**src/rtl/agu_pkg.sv**
```systemverilog
package agu_pkg;

   typedef enum logic [2:0] {
      AM_OFS_ADD  = 3'd0,
      AM_OFS_SUB  = 3'd1,
      AM_PRE_INC  = 3'd2,
      AM_PRE_DEC  = 3'd3,
      AM_POST_INC = 3'd4,
      AM_POST_DEC = 3'd5
   } agu_mode_e;

   // true when the mode returns a modified pointer
   function automatic logic mode_writes(input logic [2:0] m);
      return (m == AM_PRE_INC) || (m == AM_PRE_DEC) ||
             (m == AM_POST_INC) || (m == AM_POST_DEC);
   endfunction

   // true when the step is subtracted from the pointer
   function automatic logic mode_subtracts(input logic [2:0] m);
      return (m == AM_OFS_SUB) || (m == AM_PRE_DEC) || (m == AM_POST_DEC);
   endfunction

   // true when the memory sees the unmodified pointer
   function automatic logic mode_is_post(input logic [2:0] m);
      return (m == AM_POST_INC) || (m == AM_POST_DEC);
   endfunction

endpackage

```
**src/rtl/agu_disp_scale.sv**
```systemverilog
module agu_disp_scale #(
   parameter int ADDR_W = 32,
   parameter int IMM_W  = 5
) (
   input  logic              use_reg,
   input  logic [ADDR_W-1:0] disp_reg,
   input  logic [IMM_W-1:0]  disp_imm,
   input  logic [1:0]        size,
   output logic [ADDR_W-1:0] step
);
   logic [ADDR_W-1:0] raw;

   generate
      if (IMM_W > ADDR_W) begin : g_bad_imm
         $error("agu_disp_scale: IMM_W wider than ADDR_W");
      end
   endgenerate

   always_comb begin
      raw = use_reg ? disp_reg : ADDR_W'(disp_imm);
      unique case (size)
         2'd0:    step = raw;
         2'd1:    step = raw << 1;
         2'd2:    step = raw << 2;
         default: step = raw << 3;
      endcase
   end
endmodule

```
**src/rtl/agu_circ_sel.sv**
```systemverilog
module agu_circ_sel #(
   parameter int ADDR_W   = 32,
   parameter int AMR_W    = 32,
   parameter int IDX_W    = 4,
   parameter int CIRC_LO  = 4,
   parameter int CIRC_CNT = 4,
   parameter int BLK_W    = 5,
   parameter int NUM_BLK  = 2,
   parameter int BLK_POS  = 16
) (
   input  logic [AMR_W-1:0]  amr,
   input  logic              side,
   input  logic [IDX_W-1:0]  idx,
   output logic [ADDR_W-1:0] mask
);
   localparam int SLOTS    = 2 * CIRC_CNT;
   localparam int FLD_BITS = 2 * SLOTS;
   localparam int USED     = BLK_POS + NUM_BLK * BLK_W;
   localparam int LIM_W    = BLK_W + 1;

   logic [1:0]       fld    [SLOTS];
   logic [BLK_W-1:0] nfield [NUM_BLK];
   logic             in_range;
   logic             circ;
   logic [1:0]       sel;
   logic [BLK_W-1:0] nsel;
   logic [LIM_W-1:0] lim;

   generate
      if (FLD_BITS > BLK_POS) begin : g_bad_layout
         $error("agu_circ_sel: mode fields overlap block-size fields");
      end
      if (USED > AMR_W) begin : g_bad_amr
         $error("agu_circ_sel: control word too narrow");
      end
      if (NUM_BLK < 1 || NUM_BLK > 3) begin : g_bad_blk
         $error("agu_circ_sel: NUM_BLK must be 1..3");
      end
      for (genvar k = 0; k < SLOTS; k++) begin : g_fld
         assign fld[k] = amr[2*k +: 2];
      end
      for (genvar b = 0; b < NUM_BLK; b++) begin : g_nf
         assign nfield[b] = amr[BLK_POS + b*BLK_W +: BLK_W];
      end
      if (AMR_W > USED) begin : g_hi
         logic unused_amr_hi;
         assign unused_amr_hi = ^amr[AMR_W-1:USED];
      end
      if (BLK_POS > FLD_BITS) begin : g_gap
         logic unused_amr_gap;
         assign unused_amr_gap = ^amr[BLK_POS-1:FLD_BITS];
      end
   endgenerate

   always_comb begin
      in_range = (int'(idx) >= CIRC_LO) && (int'(idx) < CIRC_LO + CIRC_CNT);
      sel = 2'b00;
      for (int k = 0; k < SLOTS; k++) begin
         if (in_range && (int'(side) * CIRC_CNT + int'(idx) - CIRC_LO == k))
            sel = fld[k];
      end
      circ = (sel != 2'b00) && (int'(sel) <= NUM_BLK);
      nsel = '0;
      for (int b = 0; b < NUM_BLK; b++) begin
         if (int'(sel) == b + 1) nsel = nfield[b];
      end
      lim = LIM_W'(nsel) + LIM_W'(1);
   end

   generate
      for (genvar i = 0; i < ADDR_W; i++) begin : g_mask
         assign mask[i] = !circ || (int'(lim) > i);
      end
   endgenerate
endmodule

```
**src/rtl/agu_modify.sv**
```systemverilog
module agu_modify #(
   parameter int ADDR_W = 32
) (
   input  logic [ADDR_W-1:0] ptr,
   input  logic [ADDR_W-1:0] step,
   input  logic              sub,
   input  logic [ADDR_W-1:0] mask,
   output logic [ADDR_W-1:0] modified
);
   logic [ADDR_W-1:0] sum;

   always_comb begin
      sum      = sub ? (ptr - step) : (ptr + step);
      modified = (ptr & ~mask) | (sum & mask);
   end
endmodule

```
**src/rtl/agu_addr_gen.sv**
```systemverilog
module agu_addr_gen
   import agu_pkg::*;
#(
   parameter int ADDR_W        = 32,
   parameter int AMR_W         = 32,
   parameter int REGS_PER_SIDE = 16,
   parameter int CIRC_LO       = 4,
   parameter int CIRC_CNT      = 4,
   parameter int BLK_W         = 5,
   parameter int NUM_BLK       = 2,
   parameter int BLK_POS       = 16,
   parameter int IMM_W         = 5,
   localparam int IDX_W        = $clog2(REGS_PER_SIDE)
) (
   input  logic              clk,
   input  logic              rst_n,
   input  logic              req_valid,
   input  logic [2:0]        req_mode,
   input  logic              req_side,
   input  logic [IDX_W-1:0]  req_idx,
   input  logic [ADDR_W-1:0] req_ptr,
   input  logic              req_disp_sel,
   input  logic [ADDR_W-1:0] req_disp_reg,
   input  logic [IMM_W-1:0]  req_disp_imm,
   input  logic [1:0]        req_size,
   input  logic [AMR_W-1:0]  amr,
   output logic              out_valid,
   output logic [ADDR_W-1:0] out_addr,
   output logic              out_wb_en,
   output logic [ADDR_W-1:0] out_wb_value,
   output logic              out_wb_side,
   output logic [IDX_W-1:0]  out_wb_idx
);
   generate
      if (CIRC_LO + CIRC_CNT > REGS_PER_SIDE) begin : g_bad_range
         $error("agu_addr_gen: circular pointer range exceeds register count");
      end
      if (ADDR_W > (1 << BLK_W)) begin : g_bad_blkw
         $error("agu_addr_gen: block exponent cannot span the address");
      end
   endgenerate

   logic [ADDR_W-1:0] step;
   logic [ADDR_W-1:0] mask;
   logic [ADDR_W-1:0] modified;
   logic [ADDR_W-1:0] eff_addr;

   agu_disp_scale #(.ADDR_W(ADDR_W), .IMM_W(IMM_W)) u_scale (
      .use_reg  (req_disp_sel),
      .disp_reg (req_disp_reg),
      .disp_imm (req_disp_imm),
      .size     (req_size),
      .step     (step)
   );

   agu_circ_sel #(
      .ADDR_W(ADDR_W), .AMR_W(AMR_W), .IDX_W(IDX_W), .CIRC_LO(CIRC_LO),
      .CIRC_CNT(CIRC_CNT), .BLK_W(BLK_W), .NUM_BLK(NUM_BLK), .BLK_POS(BLK_POS)
   ) u_circ (
      .amr  (amr),
      .side (req_side),
      .idx  (req_idx),
      .mask (mask)
   );

   agu_modify #(.ADDR_W(ADDR_W)) u_mod (
      .ptr      (req_ptr),
      .step     (step),
      .sub      (mode_subtracts(req_mode)),
      .mask     (mask),
      .modified (modified)
   );

   assign eff_addr = mode_is_post(req_mode) ? req_ptr : modified;

   always_ff @(posedge clk or negedge rst_n) begin
      if (!rst_n) begin
         out_valid    <= 1'b0;
         out_addr     <= '0;
         out_wb_en    <= 1'b0;
         out_wb_value <= '0;
         out_wb_side  <= 1'b0;
         out_wb_idx   <= '0;
      end else begin
         out_valid <= req_valid;
         if (req_valid) begin
            out_addr     <= eff_addr;
            out_wb_en    <= mode_writes(req_mode);
            out_wb_value <= modified;
            out_wb_side  <= req_side;
            out_wb_idx   <= req_idx;
         end else begin
            out_wb_en    <= 1'b0;
         end
      end
   end
endmodule

```
**config.mk**
```make
export PLATFORM = sky130hd
export DESIGN_NAME = agu_addr_gen
export DESIGN_NICKNAME = d
export VERILOG_FILES = /design/src/rtl/agu_pkg.sv /design/src/rtl/agu_disp_scale.sv /design/src/rtl/agu_circ_sel.sv /design/src/rtl/agu_modify.sv /design/src/rtl/agu_addr_gen.sv
export SDC_FILE = /design/constraint.sdc
export NUM_CORES = 1
export LEC_CHECK = 0
export BUFFER_PORTS_ARGS = -buffer_cell sky130_fd_sc_hd__buf_2
export CORE_MARGIN = 10
export CORE_UTILIZATION = 41
export DETAILED_ROUTE_END_ITERATION = 8
export PLACE_DENSITY = 0.66
export SLEW_MARGIN = 0
export SYNTH_ARGS = -nofsm -noshare
export SYNTH_HDL_FRONTEND = slang
export SYNTH_SLANG_ARGS = --single-unit
export TNS_END_PERCENT = 50
```
**constraint.sdc**
```tcl
create_clock -name clk -period 0.8 [get_ports clk]
set_clock_uncertainty 0.15 [all_clocks]
set_input_delay 0.12 -clock clk [delete_from_list [all_inputs] [get_ports clk]]
set_output_delay 0.12 -clock clk [all_outputs]
set_load 0.005 [all_outputs]
```
==> summary.md, run 1 <==
| Metric | Value |
|---|---|
| Status | `finished, violations left` |
| Failing checks | `hold timing, setup timing` |
| CTS tree | `done` |
| VDD IR max | `0.985 mV` |
| Yosys cell types | `78` |
| Initial antenna violation count | `6` |
| Clock-pin transition on the worst setup and hold timing paths | `60 ps` |
| Nets | `1,643` |
| Sequential share of the synthesized area | `0.231` |
| H-tree Lvls | `3` |
| P per Cell Area | `1760 nW/um^2` |
| Worst-Margin Slew | `587 ps` |
| Die Area | `24,600 sq um` |
| Top_reg_cell synth | `dfrtp_1` |
| Tot GR Track Use | `0.241` |
| Fin crit period | `4130 ps` |
| Most numerous cell in the Yosys netlist | `nand2_1` |
| Slew HR | `0.605` |
| Synth area leaders | `dfrtp_1, ha_1, mux2i_1, a21oi_1, nand2_1` |
| Max Fanout on Critical Path | `4` |
| Largest net degree at the start of global routing | `43` |
| Critical path capture point type | `flip-flop` |
| DRT Wirelength | `32,800 um` |
| Sum Neg Setup Slack | `-223,960 ps` |
| Async set-reset flop share out of synthesis | `1.00` |
| Max-Cap Viols | `0` |
| Fin crit share | `5.16` |
| Post-synth EDFFs | `0` |
| Synth-to-layout area growth | `73.7%` |
| Crit-path slowest cell | `mux4_2` |
| Starting DRC count in detailed routing | `745` |
| Final Max Slew Viols | `0` |
| WL/cell | `19.0 um` |
| Post-route ant nets | `0` |
| Area share of the largest cell type after synthesis | `0.231` |
| Final setup fails | `140` |
| CP Data Arrival Time | `4240 ps` |
| Non-filler cells, final | `1,728` |
| DPL Wire Length | `23,600 um` |
| First-pass GRT wire length | `48,500 um` |
| IO Count | `186` |
| Cts hold-fix bufs | `1` |
| Core area | `18,600 sq um` |
| Synthesized instance count | `975` |
| # fillers | `1,291` |
| Crit-path max cell delay | `510 ps` |
| Placed Cells | `1,653` |
| FF/Latch Area | `1780 sq um` |
| Vias in the first global route | `9,447` |
| Layout cells sized above 1 | `0.539` |
| Fmax | `0.242 GHz` |
| CP startpoint kind | `input pin` |
| # port buffers | `179` |
| Later-pin clock latency in the skew report | `340 ps` |
| Initial core utilization | `0.413` |
| Leak pwr | `6.27 nW` |
| Worst hold margin | `-119 ps` |
| Die H | `157 um` |
| Clock sink count | `71` |
| Final setup margin | `-3330 ps` |
| 1st-pass router iterations | `6` |
| Syn Nets | `1,134` |
| Synth warnings | `0` |
| Crit-path cells | `buf_8 -> mux4_2 -> a2111o_1 -> a31oi_4 -> and3b_2 -> nand2_4 -> buf_4 -> nor2_4 -> a31oi_1 -> xor2_1 -> ha_1 -> nand4_1 -> a2111oi_4 -> a211oi_1 -> buf_4 -> o211a_1 -> nor3_1 -> mux2i_2 -> or3_1 -> a31oi_1` |
| Num CTS Buffers | `9` |
| Num rows | `50` |
| Critical Path RT | `910 ps` |
| Die width | `157 um` |
| Largest area contributor in the netlist | `dfrtp_1` |
| Hold Vio Cnt, Final | `12` |
| Maximum buffer depth of the clock tree | `2` |
| Synth Cell Area | `7680 sq um` |
| Reg2Reg Depth | `3` |
| Hold Path Class | `in -> reg` |
| Crit Path Class | `in -> reg` |
| Unrepaired setup endpoints after global routing | `true` |
| Via count | `9,753` |
| DRC | `0` |
| Avg Inst Size Synth | `7.88 sq um` |
| Multi-input logic area | `6840 sq um` |
| Worst Hold Path Cells | `2` |
| Gpl congestion | `0.970` |
| Clock root cell | `clkbuf_16` |
| Synthesized flop and latch total | `71` |
| Vias per inst | `5.64` |
| Commonest cells post-synth | `nand2_1, nor2_1, a21oi_1` |
| Grt ovf | `0` |
layer usage:
metal  track usage  part of all wire  up-vias
met1         0.296              0.40     4613
met2         0.407              0.49      448
met4        0.0661             0.027        2
met5             0           0.00040        -
met3        0.0615             0.090       95
li1              -                 -     4595
where the power goes:
group | switching [mW] | internal (mW)
Sequential | 0.649 | 4.64
Combinational | 6.86 | 7.30
Clock | 1.77 | 2.20
final cells by class:
type | instances | area share
Sequential cell | 71 | 0.133
Timing Repair Buffer | 551 | 0.300
Clock buffer | 10 | 0.0179
Clock inverter | 6 | 0.00328
Inverter | 32 | 0.00957
Antenna cell | 5 | 0.000938
Multi-Input combinational cell | 819 | 0.513
Tap cell | 234 | 0.0219
logic make-up after synthesis:
group	after synthesis	share of synthesized area
AND/OR/NAND/NOR	337	0.206
AO/OA/AOI/OAI	299	0.244
multiplexers	90	0.144
buffers and inverters	85	0.0454
flip-flops	71	0.231
XOR/XNOR	49	0.0559
adder cells (fa/ha/maj)	44	0.0726
cells in the final DEF (no fill, tap or decap), types with 10 or more instances in the layout:
cell     count
inv_1       26
a21oi_1     54
nor2_1      91
a31oi_1     18
nand2_1     93
buf_6       47
o21ai_2     14
a21oi_2     39
a21o_1      19
nand3_1     20
o21ai_0     24
a21oi_4     10
nor2_4      10
dfrtp_1     71
buf_2      164
o21ai_1     27
xnor2_1     14
mux4_2      14
nand2_2     10
xor2_1      19
mux2i_1     40
mux2_2      15
and2_1      11
ha_1        35
buf_4      330
nor3_1      11
flip-flops by register name, summed over array words and instances, names as in the netlist:
signal and cells:
out_addr 32, out_valid 1, out_wb_en 1, out_wb_idx 4, out_wb_side 1, out_wb_value 32
path summary, 6_finish.rpt:
check | from | to | slack (ps)
max | req_disp_sel | out_addr[31] | -3330
min | req_side | out_wb_side | -120
max reg2reg | out_addr[18] | out_addr[18] | -370
min reg2reg | out_addr[8] | out_addr[8] | 340
max in group asynchronous | rst_n | out_wb_value[15] | 110
min in group asynchronous | rst_n | out_addr[25] | -20
worst max-delay path, delay by kind of cell:
kind | cells | cell delay (ps)
muxes | 2 | 630
xor gates and xnor gates | 1 | 150
adders and majority gates | 1 | 300
buffers and inverters | 3 | 380
and+or+nand+nor | 6 | 1120
AOI/OAI and AO/OA | 7 | 1520
through the flow:
step	power, mW	utilization	setup slack [ps]	hold WS [ps]	cell area (sq um)
floorplan	10.8	-	-3500	-326	7990
global placement	16.1	0.612	-3680	-206	11400
detailed placement	16.3	0.612	-3800	-207	11400
CTS	22.0	0.685	-3350	-124	12700
global route	24.6	0.717	-3530	-114	13300
finish	23.4	0.718	-3330	-119	13300
timing repair:
action | in CTS | in global routing
hold endpoints to repair | 80 | 7
resized for setup | 189 | 105
pin swaps | 84 | 70
endpoints found under the setup margin | 141 | 141
buffers inserted | 49 | 20
No activity file was read; power rests on OpenSTA's default activity.
==> run 2: changes to the inputs <==
--- a/config.mk
+++ b/config.mk
@@ -6,10 +6,13 @@
 export NUM_CORES = 1
 export LEC_CHECK = 0
 export BUFFER_PORTS_ARGS = -buffer_cell sky130_fd_sc_hd__buf_2
+export CELL_PAD_IN_SITES_DETAIL_PLACEMENT = 0
+export CELL_PAD_IN_SITES_GLOBAL_PLACEMENT = 1
 export CORE_MARGIN = 10
 export CORE_UTILIZATION = 41
 export DETAILED_ROUTE_END_ITERATION = 8
-export PLACE_DENSITY = 0.66
+export PLACE_DENSITY_LB_ADDON = 0.1
+export SETUP_SLACK_MARGIN = 0.05
 export SLEW_MARGIN = 0
 export SYNTH_ARGS = -nofsm -noshare
 export SYNTH_HDL_FRONTEND = slang
==> constraint.sdc (replaced) <==
create_clock -name clk -period 5.06 [get_ports clk]
set_clock_uncertainty 0.15 [all_clocks]
set_input_delay 0.759 -clock clk [delete_from_list [all_inputs] [get_ports clk]]
set_output_delay 0.759 -clock clk [all_outputs]
set_load 0.005 [all_outputs]
==> run 2 against run 1 <==
The run now ends clean. Clock-buffer cell count did not move. Die area did not move. Core utilization fell by 12 points. First-iteration DRC count fell by 52%. Non-clock buffer count fell by 148. Global-route usage fell by 2.6 points. Cell count fell by 8.6%. Sequential power fell by 84%. Register-to-register slack improved by 4500 ps. Critical path type unchanged. Largest cell class unchanged. Largest power group unchanged.
==> summary.md, run 2 (synthesis results as in run 1) <==
| Metric | Value |
|---|---|
| Status | `complete, no violations` |
| Clock sink count | `71` |
| Setup slack, reg-to-reg | `4140 ps` |
| Num CTS Buffers | `9` |
| Critical Path RT | `5130 ps` |
| Crit. Startpoint | `req_disp_sel` |
| Leak pwr | `5.31 nW` |
| Unrepaired setup endpoints after global routing | `true` |
| Place WS | `-422 ps` |
| CP startpoint kind | `input pin` |
| Levels on crit path | `20` |
| Placed Cells | `1,547` |
| Crit Path Class | `in -> reg` |
| Power Total | `3.17 mW` |
| Final setup margin | `156 ps` |
| Final Max Slew Viols | `0` |
| Design area | `11,200 sq um` |
| Post-route ant nets | `0` |
| Later-pin clock latency in the skew report | `340 ps` |
| CP Data Arrival Time | `4980 ps` |
| Largest net degree at the start of global routing | `72` |
| P per Cell Area | `283 nW/um^2` |
| Final setup fails | `0` |
| Metal3 WL | `1640 um` |
| Met1 WL | `12,700 um` |
| Sum Neg Setup Slack | `0 ps` |
| Vias per inst | `5.37` |
| Synth-to-layout area growth | `45.4%` |
| Fmax | `0.204 GHz` |
| Crit path buf inv count | `2` |
| CTS tree | `done` |
| Most frequent cells in the layout | `buf_4, buf_2, nand2_1` |
| Starting DRC count in detailed routing | `360` |
| Worst-Margin Slew | `940 ps` |
| R2R Path End | `out_addr[24]` |
| Nets | `1,495` |
| Fin crit share | `0.969` |
| Hold Vio Cnt, Final | `0` |
| Crit-path slowest cell | `mux4_2` |
| # port buffers | `179` |
| Initial antenna violation count | `6` |
| DPL Wire Length | `21,700 um` |
| Layout cells sized above 1 | `0.402` |
| Hold Path Class | `reg -> reg` |
| WL/cell | `17.3 um` |
| Die Area | `24,600 sq um` |
| Critical path capture point type | `flip-flop` |
| Reg2Reg Depth | `2` |
| Die width | `157 um` |
| DRC | `0` |
| Via count | `8,474` |
| Vias in the first global route | `8,397` |
| Max-Cap Viols | `0` |
| Crit-path cells | `buf_12 -> mux4_2 -> a2111o_1 -> a31oi_4 -> nand3_2 -> or3_4 -> nor2_4 -> nand2_2 -> o2bb2ai_1 -> a32oi_2 -> ha_1 -> a21o_1 -> a221o_1 -> nand2_1 -> nand2_2 -> a31o_4 -> a41oi_4 -> buf_6 -> mux2i_1 -> nand2_1` |
| Tot GR Track Use | `0.215` |
| DRT Wirelength | `27,300 um` |
| DP Area | `10,300 sq um` |
| First-pass GRT wire length | `43,000 um` |
| Gpl congestion | `0.890` |
| Top flop regs | `out_addr x32, out_wb_value x32, out_wb_idx x4` |
| Grt ovf | `0` |
| Core area | `18,600 sq um` |
| Cell family with most CP delay | `compound AO/OA/AOI/OAI gates` |
| IO Count | `186` |
| Clock-pin transition on the worst setup and hold timing paths | `60 ps` |
| Crit-path max cell delay | `500 ps` |
| Num rows | `50` |
| Initial core utilization | `0.413` |
| Clock root cell | `clkbuf_16` |
| Max Fanout on Critical Path | `5` |
| Crit Reg-Reg Startpoint | `out_addr[24]` |
| VDD IR max | `0.148 mV` |
| Worst Hold Path Cells | `1` |
| Non-filler cells, final | `1,579` |
| Met2 wire length | `12,600 um` |
| Die H | `157 um` |
| Fin crit period | `4900 ps` |
| Highest routing layer actually used | `met5` |
| 1st-pass router iterations | `5` |
| # fillers | `1,765` |
| Crit path to | `out_addr[28]` |
| Commonest non-fill, non-tap cell in the layout | `buf_4` |
| H-tree Lvls | `3` |
| Slew HR | `0.373` |
| Maximum buffer depth of the clock tree | `2` |
-- run 2: timing repair --
item / 4_1_cts / 5_1_grt
pin swaps: 0 / 59
hold buffers: 0 / 0
setup buffers: 0 / 13
resized for setup: 10 / 101
setup endpoints to repair: 13 / 58
-- run 2: how the worst min path moves through the flow --
| stage | end | from |
|---|---|---|
| after floorplan | out_addr[0] | rst_n |
| after global placement | out_addr[15] | out_addr[15] |
| after detailed placement | out_addr[15] | out_addr[15] |
| after CTS | out_addr[15] | out_addr[15] |
| after global routing | out_addr[15] | out_addr[15] |
| final | out_addr[15] | out_addr[15] |
-- run 2: stage by stage --
| step | utilization | hold slack (ps) |
|---|---|---|
| after floorplan | - | 313 |
| after global placement | 0.553 | 310 |
| after detailed placement | 0.553 | 316 |
| after CTS | 0.573 | 328 |
| after global routing | 0.601 | 355 |
| final | 0.601 | 320 |
-- run 2: cell type report --
type	count	area, sq um	share of cell area
Antenna cell	4	10.0	0.000896
Clock buffer	10	239	0.0214
Clock inverter	6	60.1	0.00538
Inverter	32	128	0.0114
Multi-Input combinational cell	819	6030	0.540
Sequential cell	71	1780	0.159
Tap cell	234	293	0.0262
Timing Repair Buffer	403	2640	0.236
-- run 2: per-layer routing --
metal	global-route usage	up-vias
met2	0.352	217
met5	0	-
met1	0.288	3930
met3	0.0354	25
li1	-	4298
met4	0.0481	4
-- run 2: power by group --
part,switching (mW),internal [mW]
clock,0.259,0.393
combinational,0.846,0.843
sequential,0.0907,0.734
total,1.20,1.97
-- run 2: worst reg2reg max path: stages, from the launching register on --
cell      delay (ps)
dfrtp_1          380
a21oi_1          160
o211ai_1         110
==> run 3: changes to the inputs <==
--- a/config.mk
+++ b/config.mk
@@ -9,7 +9,7 @@
 export CELL_PAD_IN_SITES_DETAIL_PLACEMENT = 0
 export CELL_PAD_IN_SITES_GLOBAL_PLACEMENT = 1
 export CORE_MARGIN = 10
-export CORE_UTILIZATION = 41
+export CORE_UTILIZATION = 36
 export DETAILED_ROUTE_END_ITERATION = 8
 export PLACE_DENSITY_LB_ADDON = 0.1
 export SETUP_SLACK_MARGIN = 0.05
==> constraint.sdc (replaced) <==
create_clock -name clk -period 4.1 [get_ports clk]
set_clock_uncertainty 0.15 [all_clocks]
set_input_delay 0.615 -clock clk [delete_from_list [all_inputs] [get_ports clk]]
set_output_delay 0.615 -clock clk [all_outputs]
set_load 0.005 [all_outputs]
==> run 3 against run 2 <==
Highest routed layer unchanged. Register-to-register slack worse by 980 ps. Sequential power is 25% higher. Clock-buffer cell count stayed put. Largest power group unchanged. The flow now finishes with violations (setup timing).
==> summary.md, run 3 (synthesis results as in run 1) <==
| Metric | Value |
|---|---|
| Top flop regs | `out_addr x32, out_wb_value x32, out_wb_idx x4` |
| Initial core utilization | `0.365` |
| Place WS | `-1090 ps` |
| CP Data Arrival Time | `4750 ps` |
| DRT Wirelength | `29,500 um` |
| Final setup margin | `-539 ps` |
| Max-Cap Viols | `0` |
| Max Fanout on Critical Path | `4` |
| Critical path's most frequent cell | `a21oi_2` |
| FF/Latch Area | `1780 sq um` |
| Metal3 WL | `1410 um` |
| # fillers | `1,920` |
| DPL Wire Length | `23,200 um` |
| CTS tree | `done` |
| Fin crit period | `4640 ps` |
| Core area | `21,000 sq um` |
| Non-filler cells, final | `1,696` |
| Clock root cell | `clkbuf_16` |
| Tot GR Track Use | `0.202` |
| Die width | `166 um` |
| Crit-path max cell delay | `500 ps` |
| DRC | `0` |
| IO Count | `186` |
| Hold Vio Cnt, Final | `0` |
| Final core utilization | `0.607` |
| Crit Reg-Reg Startpoint | `out_wb_value[12]` |
| Later-pin clock latency in the skew report | `330 ps` |
| Failing checks | `setup timing` |
| Starting DRC count in detailed routing | `426` |
| Gpl congestion | `0.905` |
| Synth-to-layout area growth | `66.0%` |
| Placed Cells | `1,636` |
| Num rows | `53` |
| Via count | `8,871` |
| Crit Path Class | `in -> reg` |
| Met2 wire length | `13,800 um` |
| VDD IR max | `0.196 mV` |
| Fmax | `0.216 GHz` |
| 1st-pass router iterations | `5` |
| # port buffers | `179` |
| Critical path capture point type | `flip-flop` |
| Highest routing layer actually used | `met5` |
| Unrepaired setup endpoints after global routing | `true` |
| Commonest non-fill, non-tap cell in the layout | `buf_4` |
| Reg2Reg Depth | `1` |
| Vias in the first global route | `8,821` |
| Fin crit share | `1.13` |
| WL/cell | `17.4 um` |
| Die Area | `27,600 sq um` |
| Layout cells sized above 1 | `0.509` |
| First-pass GRT wire length | `46,800 um` |
| Levels on crit path | `20` |
| Clock-pin transition on the worst setup and hold timing paths | `60 ps` |
| Clock sink count | `71` |
| Maximum buffer depth of the clock tree | `2` |
| Vias per inst | `5.23` |
| CP startpoint kind | `input pin` |
| Worst-Margin Slew | `956 ps` |
| Grt ovf | `0` |
| Cell family with most CP delay | `compound AO/OA/AOI/OAI gates` |
| Most frequent cells in the layout | `buf_4, buf_2, nand2_1` |
| Multi-input logic area | `6810 sq um` |
| Slew HR | `0.363` |
| Final Max Slew Viols | `0` |
| Num CTS Buffers | `9` |
| Post-route ant nets | `0` |
| Initial antenna violation count | `5` |
| Crit path buf inv count | `1` |
| Leak pwr | `5.92 nW` |
| Setup slack, reg-to-reg | `3160 ps` |
| H-tree Lvls | `3` |
| Hold Path Class | `in -> async` |
| Status | `finished, violations left` |
| Largest net degree at the start of global routing | `74` |
| Crit-path slowest cell | `mux4_2` |
| Nets | `1,573` |
| Final setup fails | `62` |
| Die H | `166 um` |
| R2R Path End | `out_wb_value[12]` |
| Critical Path RT | `4210 ps` |
| Crit-path cells | `buf_6 -> mux4_2 -> a2111o_1 -> a31oi_4 -> and3b_2 -> nand2_4 -> nor3_4 -> nand2_2 -> o31ai_4 -> xnor2_2 -> ha_1 -> a21oi_2 -> o21bai_1 -> a21oi_2 -> nor3b_2 -> o211a_1 -> o21a_1 -> mux2i_2 -> or3_1 -> a31oi_1` |
| P per Cell Area | `338 nW/um^2` |
| Met1 WL | `14,000 um` |
[run 3: cell count changes in the layout (fill, tap and decap cells not counted), sizes merged]
cell	delta
buf	+78
clkinvlp	-2
diode	-1
inv	+1
[run 3: through the flow]
step | total power, mW | cell area (sq um) | hold WS, ps | setup TNS, ps
floorplan | 2.10 | 7990 | 169 | -13680
global placement | 3.11 | 10900 | 323 | -50260
detailed placement | 3.13 | 10900 | 321 | -54450
CTS | 4.12 | 12100 | 310 | -17430
global route | 4.60 | 12700 | 326 | -29470
finish | 4.31 | 12700 | 245 | -17400
[run 3: final cells by class]
cell class | instances | share of cell area
diodes | 3 | 0.000589
clock buffers | 10 | 0.0187
clock inverters | 5 | 0.00451
inverters | 32 | 0.0102
multi-input cells | 819 | 0.534
flip-flops and latches | 71 | 0.139
well taps | 275 | 0.0270
repair buffers | 481 | 0.266
[run 3: layer usage]
metal	up-vias	global-route usage
met5	-	0
met4	4	0.0351
met3	18	0.0329
met2	213	0.325
met1	4185	0.282
li1	4451	-
[run 3: power breakdown]
group | internal [mW] | total [mW] | switching [mW]
sequential | 0.906 | 1.03 | 0.119
combinational | 1.27 | 2.48 | 1.22
clock | 0.486 | 0.804 | 0.318
total | 2.66 | 4.31 | 1.65
[run 3: worst max path at each step]
| stage | start | to |
|---|---|---|
| floorplan | req_disp_sel | out_wb_value[28] |
| global placement | req_idx[2] | out_addr[4] |
| detailed placement | req_idx[2] | out_addr[4] |
| CTS | req_disp_sel | out_addr[31] |
| global route | req_disp_sel | out_addr[31] |
| finish | req_disp_sel | out_addr[31] |
[run 3: timing repair]
action,4_1_cts,5_1_grt
setup buffers,33,16
hold buffers,0,0
gates resized for setup,126,134
pin swaps,74,71
setup endpoints to repair,64,64
endpoints found under the hold margin,0,0
